`src/rtl/i2c_fifo_pkg.sv`:
```
`timescale 1ns/1ps
package i2c_fifo_pkg;
    typedef logic [7:0] byte_t;
    localparam int LANES = 4;
    typedef enum logic [1:0] {XS_NONE, XS_ONE, XS_TWO, XS_FOUR} xsize_e;
endpackage

```
`src/rtl/i2c_fifo_lane_dec.sv`:
```
`timescale 1ns/1ps
module i2c_fifo_lane_dec
    import i2c_fifo_pkg::*;
(
    input  logic [3:0] be,
    output logic [2:0] nbytes,
    output logic       legal
);
    xsize_e size;

    always_comb begin
        unique case (be)
            4'b1000: size = XS_ONE;
            4'b1100: size = XS_TWO;
            4'b1111: size = XS_FOUR;
            default: size = XS_NONE;
        endcase
        unique case (size)
            XS_ONE:  nbytes = 3'd1;
            XS_TWO:  nbytes = 3'd2;
            XS_FOUR: nbytes = 3'd4;
            default: nbytes = 3'd0;
        endcase
        legal = (size != XS_NONE);
    end
endmodule

```
`src/rtl/i2c_fifo_marks.sv`:
```
`timescale 1ns/1ps
module i2c_fifo_marks #(
    parameter int CW = 4
) (
    input  logic [CW-1:0] cnt,
    input  logic [3:0]    wm_hi,
    input  logic [3:0]    wm_lo,
    input  logic          rx_mode,
    input  logic          tx_owed,
    input  logic          xfer_busy,
    output logic          hi_mark,
    output logic          lo_mark,
    output logic          data_req
);
    always_comb begin
        hi_mark = (int'(cnt) >= int'(wm_hi));
        lo_mark = (int'(cnt) <= int'(wm_lo));
        if (rx_mode) begin
            data_req = hi_mark || (!xfer_busy && (cnt != '0));
        end else begin
            data_req = lo_mark && tx_owed;
        end
    end
endmodule

```
`src/rtl/i2c_byte_fifo.sv`:
```
`timescale 1ns/1ps
module i2c_byte_fifo
    import i2c_fifo_pkg::*;
#(
    parameter int DEPTH  = 8,
    parameter int STAT_W = 8
) (
    input  logic              clk,
    input  logic              rst_n,
    input  logic              rx_mode,
    input  logic              tx_owed,
    input  logic              xfer_busy,
    input  logic [3:0]        wm_hi,
    input  logic [3:0]        wm_lo,
    input  logic              host_wr,
    input  logic              host_rd,
    input  logic [3:0]        host_be,
    input  logic [31:0]       host_wdata,
    output logic [31:0]       host_rdata,
    input  logic              sh_push,
    input  logic              sh_pop,
    input  logic [7:0]        sh_din,
    output logic [7:0]        sh_dout,
    input  logic              err_clr,
    output logic [STAT_W-1:0] fifo_count,
    output logic [STAT_W-1:0] fifo_depth,
    output logic              data_req,
    output logic              hi_mark,
    output logic              lo_mark,
    output logic              be_err,
    output logic              ovr_err
);
    localparam int PW = $clog2(DEPTH);
    localparam int CW = $clog2(DEPTH + 1);

    typedef struct packed {
        logic [PW-1:0] wr;
        logic [PW-1:0] rd;
        logic [CW-1:0] cnt;
        logic          be_err;
        logic          ovr;
    } st_t;

    st_t   s_d, s_q;
    byte_t mem_d [DEPTH];
    byte_t mem_q [DEPTH];

    logic [2:0] host_n;
    logic       host_ok;
    logic [2:0] push_n, pop_n;
    byte_t      push_byte [LANES];
    logic       be_ev, ovr_ev;
    int         free_sp;

    i2c_fifo_lane_dec u_dec (
        .be     (host_be),
        .nbytes (host_n),
        .legal  (host_ok)
    );

    always_comb begin
        s_d     = s_q;
        mem_d   = mem_q;
        push_n  = '0;
        pop_n   = '0;
        be_ev   = 1'b0;
        ovr_ev  = 1'b0;
        free_sp = DEPTH - int'(s_q.cnt);
        for (int k = 0; k < LANES; k++) push_byte[k] = '0;

        if (!rx_mode) begin
            if (host_wr) begin
                if (!host_ok) be_ev = 1'b1;
                else if (int'(host_n) > free_sp) ovr_ev = 1'b1;
                else begin
                    push_n = host_n;
                    for (int k = 0; k < LANES; k++) push_byte[k] = host_wdata[31-8*k -: 8];
                end
            end
            if (sh_pop) begin
                if (s_q.cnt == '0) ovr_ev = 1'b1;
                else pop_n = 3'd1;
            end
        end else begin
            if (sh_push) begin
                if (free_sp == 0) ovr_ev = 1'b1;
                else begin
                    push_n       = 3'd1;
                    push_byte[0] = sh_din;
                end
            end
            if (host_rd) begin
                if (!host_ok) be_ev = 1'b1;
                else if (int'(host_n) > int'(s_q.cnt)) ovr_ev = 1'b1;
                else pop_n = host_n;
            end
        end

        for (int k = 0; k < LANES; k++) begin
            if (k < int'(push_n)) mem_d[s_q.wr + PW'(k)] = push_byte[k];
        end
        s_d.wr     = s_q.wr + PW'(push_n);
        s_d.rd     = s_q.rd + PW'(pop_n);
        s_d.cnt    = s_q.cnt + CW'(push_n) - CW'(pop_n);
        s_d.be_err = (s_q.be_err & ~err_clr) | be_ev;
        s_d.ovr    = (s_q.ovr & ~err_clr) | ovr_ev;
    end

    always_ff @(posedge clk) begin
        if (!rst_n) s_q <= '0;
        else        s_q <= s_d;
    end

    always_ff @(posedge clk) begin
        mem_q <= mem_d;
    end

    generate
        for (genvar g = 0; g < LANES; g++) begin : g_lane
            assign host_rdata[31-8*g -: 8] =
                (int'(s_q.cnt) > g) ? mem_q[s_q.rd + PW'(g)] : 8'h00;
        end
    endgenerate

    assign sh_dout    = (s_q.cnt != '0) ? mem_q[s_q.rd] : 8'h00;
    assign fifo_count = STAT_W'(s_q.cnt);
    assign fifo_depth = STAT_W'(DEPTH);
    assign be_err     = s_q.be_err;
    assign ovr_err    = s_q.ovr;

    i2c_fifo_marks #(.CW(CW)) u_marks (
        .cnt       (s_q.cnt),
        .wm_hi     (wm_hi),
        .wm_lo     (wm_lo),
        .rx_mode   (rx_mode),
        .tx_owed   (tx_owed),
        .xfer_busy (xfer_busy),
        .hi_mark   (hi_mark),
        .lo_mark   (lo_mark),
        .data_req  (data_req)
    );
endmodule

```
`config.mk`:
```
export PLATFORM = sky130hd
export DESIGN_NAME = i2c_byte_fifo
export DESIGN_NICKNAME = d
export VERILOG_FILES = /design/src/rtl/i2c_fifo_pkg.sv /design/src/rtl/i2c_fifo_lane_dec.sv /design/src/rtl/i2c_fifo_marks.sv /design/src/rtl/i2c_byte_fifo.sv
export SDC_FILE = /design/constraint.sdc
export NUM_CORES = 1
export LEC_CHECK = 0
export BUFFER_PORTS_ARGS = -buffer_cell sky130_fd_sc_hd__buf_2
export CAP_MARGIN = 20
export CORE_MARGIN = 3
export CORE_UTILIZATION = 45
export DETAILED_ROUTE_END_ITERATION = 7
export GPL_TIMING_DRIVEN = 0
export PLACE_DENSITY = 0.66
export SLEW_MARGIN = 20
export SYNTH_ARGS = -nofsm -noshare
export SYNTH_HDL_FRONTEND = slang
export SYNTH_SLANG_ARGS = --single-unit
export TNS_END_PERCENT = 30
```
`constraint.sdc`:
```
create_clock -name clk -period 4.9 [get_ports clk]
set_input_delay 0.245 -clock clk [delete_from_list [all_inputs] [get_ports clk]]
set_output_delay 0.245 -clock clk [all_outputs]
set_load 0.05 [all_outputs]
```
Word-level counts from Yosys, hierarchy flattened
Index checks and enable logic that the tools add are counted.
Word-level totals
  register bits after elaboration: 76
  bits in latches: 0
  RAM bits: 0
  bits in read-only memories: 0
  input port bits: 62
  output and inout bits: 61
  word-level logic and storage cells: 149
  memories: 0
Operators by class
  $add $sub $neg: 11
  multiply operators: 0
  divide/modulo/power cells: 0
  magnitude comparators: 24
  equal/unequal tests: 6
  shifts and indexed selects: 0
  mux-type cells: 70
  bitwise operators: 13
  reductions and logical operators: 12
Operators with widths (count)
  $bwmux W64: 4
  $mux W64: 4
  $mux W8: 20
  $bmux W8 S3: 4
  $demux W8 S3: 4
  $mux W32: 3
  $ge A4 B4 Y1 const B: 8
  $logic_not A32 Y1: 1
  $not A3 Y4: 8
  $mux W24: 1
  $mux W3: 8
  $mux W1: 20
  $lt A4 B1 Y1 const B: 4
  $add A3 B2 Y3 const B: 4
  $eq A4 B4 Y1 const B: 3
  $pmux W3 S3: 1
  $gt A4 B1 Y1 const B: 2
  $gt A4 B2 Y1 const B: 2
  $add A3 B1 Y3 const B: 2
  $add A3 B3 Y3: 2
  $logic_and A1 B1 Y1: 6
  $lt A1 B3 Y1 const A: 2
  $lt A2 B3 Y1 const A: 2
  $pmux W2 S3: 1
  other kinds (17): 20

Depth between registers and ports, before layout
  word-level depth: 17
  gate-level depth with buffers: 18
  depth with buffers taken out: 18

By module
A second synthesis with hierarchy kept.
Unflattened totals
  cell total of the unflattened synthesis: 807
  area total of the unflattened synthesis: 7556.0 µm²
Modules (own cells, without submodules)
  i2c_byte_fifo: times used 1, cells each 769, area each 7287.0 µm², seq. area each 1521.5 µm²
  i2c_fifo_marks: times used 1, cells each 33, area each 230.2 µm², seq. area each 0.0 µm²
  i2c_fifo_lane_dec: times used 1, cells each 5, area each 38.8 µm², seq. area each 0.0 µm²

Worst setup path before layout
Ideal clock, no wire load.
  path type: reg-to-reg
  start point: reg s_q (netlist bit fifo_count[1])
  end point: reg s_q (netlist bit fifo_count[3])
  arrival time: 3769 ps
  data required time: 4785 ps
  path slack: 1016 ps
  stages on the path, launching flop included: 19
  path buffers: 1
  period minus slack after synthesis: 3884 ps
  path through: dfxtp_1 -> inv_1 -> ha_1 -> nand2b_1 -> nand2_1 -> ha_1 -> a21oi_1 -> a21oi_4 -> a211o_1 -> buf_2 -> nand2_1 -> nand2_1 -> fa_1 -> inv_1 -> ha_1 -> a21o_1 -> a21oi_1 -> xnor2_1 -> and2_1
Between the ends
  longest elaborated chain between the ends: 8
  elaborated cells on any way between the ends: 19
  those cells by class: add/sub: 3; order compare: 2; mux: 12; reduce/logical: 2
RTL lines
  start: declaration: line i2c_byte_fifo.sv:44  | st_t s_d, s_q;
  start signal: assignment: line i2c_byte_fifo.sv:110  | if (!rst_n) s_q <= '0;
  start signal: assignment: line i2c_byte_fifo.sv:111  | else s_q <= s_d;
  $sub A4 B4 Y5: line i2c_byte_fifo.sv:68  | free_sp = DEPTH - int'(s_q.cnt);
  $gt A4 B5 Y1: line i2c_byte_fifo.sv:74  | else if (int'(host_n) > free_sp) ovr_ev = 1'b1;
  $mux W3: line i2c_byte_fifo.sv:74
  $mux W3: line i2c_byte_fifo.sv:73  | if (!host_ok) be_ev = 1'b1;
  $mux W3: line i2c_byte_fifo.sv:72  | if (host_wr) begin
  $mux W3: line i2c_byte_fifo.sv:71  | if (!rx_mode) begin
  $add A4 B3 Y4: line i2c_byte_fifo.sv:104  | s_d.cnt = s_q.cnt + CW'(push_n) - CW'(pop_n);
  $sub A4 B3 Y4 *: line i2c_byte_fifo.sv:104
Mark *: on every way between the ends. The rest lies on a longest branch, timed or not.
A chain may end at the register's enable or synchronous reset.

Final worst setup path
  start point: reg s_q (netlist bit fifo_count[1])
  end point: reg s_q (netlist bit fifo_count[2])
The elaborated chain is that of the path after synthesis.

==> results.json <==
{
  "max-vdd-ir-drop_mv": 0.367,
  "holdBufCountCts": 0,
  "period_needed_ns": 4.46,
  "ys.flop_type": "dfxtp_1",
  "leakage_nw": 3.52,
  "die_w_um": 138,
  "drt-wirelength-per-cell_um": 22.4,
  "finalHoldViolations": 0,
  "cts_tree": "yes",
  "cp.required_ns": 5.14,
  "routed_wl_um": 26000,
  "dieArea_sq_um": 18900,
  "synthTopCellsByArea": "dfxtp_1 20%, mux4_2 18%, a222oi_1 6.5%",
  "tns_ns": 0,
  "final_nets": 1028,
  "rows": 47,
  "fin_ws_ns": 0.435,
  "cts-root-buf": "clkbuf_16",
  "final_cell_mix": "101 x buf_2, 92 x nand2_1, 76 x dfxtp_1",
  "final_cell_area_sq_um": 8870,
  "status": "complete, but fails checks",
  "first_iter_violations": 1040,
  "worstPathArrival_ns": 4.70,
  "dr.pass1.iters": 8,
  "placed_area_sq_um": 8580,
  "syn_area_sq_um": 7800,
  "antenna_found_initial": 0,
  "slew_viol_final": 0,
  "avgSynthCellArea_sq_um": 9.51,
  "clkLatencyLatePin_ns": 0.35,
  "initial_core_util": 0.465,
  "hold_path.class": "input pin to flop",
  "clockBufferDepth": 2,
  "grt_pass1_vias": 6743,
  "grt_usage": 0.273,
  "finalSetupViolCount": 0,
  "postCtsSetupBuffers": 0,
  "cellPowerDensity_nw_per_um2": 575,
  "dieHeight_um": 138,
  "vias": 7506,
  "ys_warn_count": 0,
  "cts_max_level": 3,
  "yosysUniqueCellTypes": 83,
  "io_buffers": 93,
  "clock.fmax_ghz": 0.224,
  "power_mw": 5.10,
  "cap_violations": 0,
  "core-area_sq_um": 16800,
  "yosys.area.top_type": "dfxtp_1",
  "fin_skew_ns": 0.00974,
  "netlist.area_leader.share": 0.195,
  "rsz0062_at_grt": "no",
  "clkSinkCount": 76,
  "slew_headroom": 0.348,
  "drc_errors": 40,
  "dp_hpwl_um": 20800,
  "seq_area_frac_synth": 0.195,
  "pin_count": 123,
  "worst_pin_slew_ns": 0.970,
  "fillers": 1563,
  "grt_max_degree": 14,
  "dpl_worst_slack_ns": 0.483,
  "path_max_fanout": 10,
  "post_cts_resized": 0,
  "finalCritPeriodShare": 0.911,
  "synth_seq_cells": 76,
  "failed_checks": "design-rule violations",
  "globalRouteOverflowTotal": 0,
  "final_antenna_net_count": 0,
  "final_util": 0.529,
  "diodes": 0,
  "synthArstFlopShare": 0,
  "postSynthCellCount": 820,
  "via_per_inst": 6.48,
  "clkTransAtPathRegs_ns": 0.06,
  "area_growth_syn_to_layout_pct": 13.7,
  "drive_gt1_frac": 0.292,
  "crit_type": "flop to flop",
  "cts_made_buffers": 9,
  "startpoint_type": "flop",
  "synth_edf_count": 0,
  "crit_path_end_kind": "flop",
  "final_common_cell": "buf_2",
  "gp_congestion": 0.932,
  "grt_pass1_wl_um": 39400
}
worst max-delay path: stages, from the launching register on:
cell,delay (ns)
dfxtp_1,0.51
inv_1,0.22
ha_1,0.28
nand2b_1,0.16
nand2_1,0.08
ha_1,0.30
a21oi_1,0.24
a21oi_4,0.16
a211oi_2,0.45
nor2_2,0.20
o21ai_0,0.37
inv_1,0.13
ha_1,0.31
inv_1,0.06
ha_1,0.16
inv_1,0.06
fa_1,0.37
xnor2_1,0.13
and2_1,0.15
kinds of logic (layout without fill, tap and decap cells):
kind of cell    after synthesis  count (layout)  share of synthesized area
simple gates                265             265                      0.175
compound gates              206             206                      0.229
buf+inv                     115             223                     0.0837
mux                         111             111                      0.245
flops                        76              76                      0.195
fa+ha+maj                    32              32                     0.0561
xor+xnor                     13              13                     0.0146
other cells                   2              12                   0.000963
power breakdown:
part,switching (mW),total [mW],internal (mW)
sequential,0.382,1.24,0.854
clock,0.280,0.673,0.392
combinational,1.94,3.19,1.25
cell type report:
type / instances / area, sq um / share of cell area
Tap cell: 220 / 275 / 0.0310
Clock buffer: 9 / 225 / 0.0254
Multi-Input combinational cell: 639 / 5660 / 0.638
Inverter: 28 / 108 / 0.0121
Timing Repair Buffer: 93 / 465 / 0.0525
Clock inverter: 6 / 66.3 / 0.00748
Buffer: 87 / 546 / 0.0615
Sequential cell: 76 / 1520 / 0.172
cells in the mapped netlist (3+ instances only):
library cell  number
a211o_2            3
a211oi_1           4
a21o_1             5
a21oi_1            9
a222oi_1          51
a22oi_1           14
a311o_2            3
a31oi_2            3
and2_1            16
buf_1             20
buf_2              8
buf_4             26
buf_6              6
clkbuf_1          17
clkbuf_8           3
dfxtp_1           76
fa_1               5
ha_1              27
inv_1             25
mux2i_1           47
mux4_2            64
nand2_1           92
nand2b_1           5
nand3_1           49
nor2_1            45
nor2b_1           17
nor3_1             6
nor3_2             8
nor4_2             4
o211ai_1          54
o21a_1             5
o21ai_0           14
o21ai_1           11
or3_1              3
xnor2_1            8
xor2_1             5
registers in the layout (all words and copies together) (netlist names):
register and cells:
fifo_count 4, s_q 6, be_err 1, ovr_err 1, mem_q 64
worst paths after layout:
path,startpoint,end,slack (ns),depth (start not counted)
min reg2reg,be_err,be_err,0.53,2
min,rst_n,fifo_count[1],0.14,2
max,fifo_count[1],fifo_count[2],0.44,18
max reg2reg,fifo_count[1],fifo_count[2],0.44,18
layer usage:
metal	global-route usage	vias to the layer above	wire (um)	part of all wire
met5	0	-	0	0
met4	0.0660	0	476	0.018
met3	0.0522	34	3140	0.12
met2	0.407	487	11200	0.43
met1	0.408	3553	11100	0.43
li1	-	3432	-	-
through the flow:
step | cells | hold slack (ns)
2_1_floorplan | 830 | 0.373
3_3_place_gp | 1143 | 0.481
3_5_place_dp | 1143 | 0.493
4_1_cts | 1158 | 0.138
5_1_grt | 1158 | 0.161
6_report | 1158 | 0.145
No activity file was read; power rests on OpenSTA's default activity.
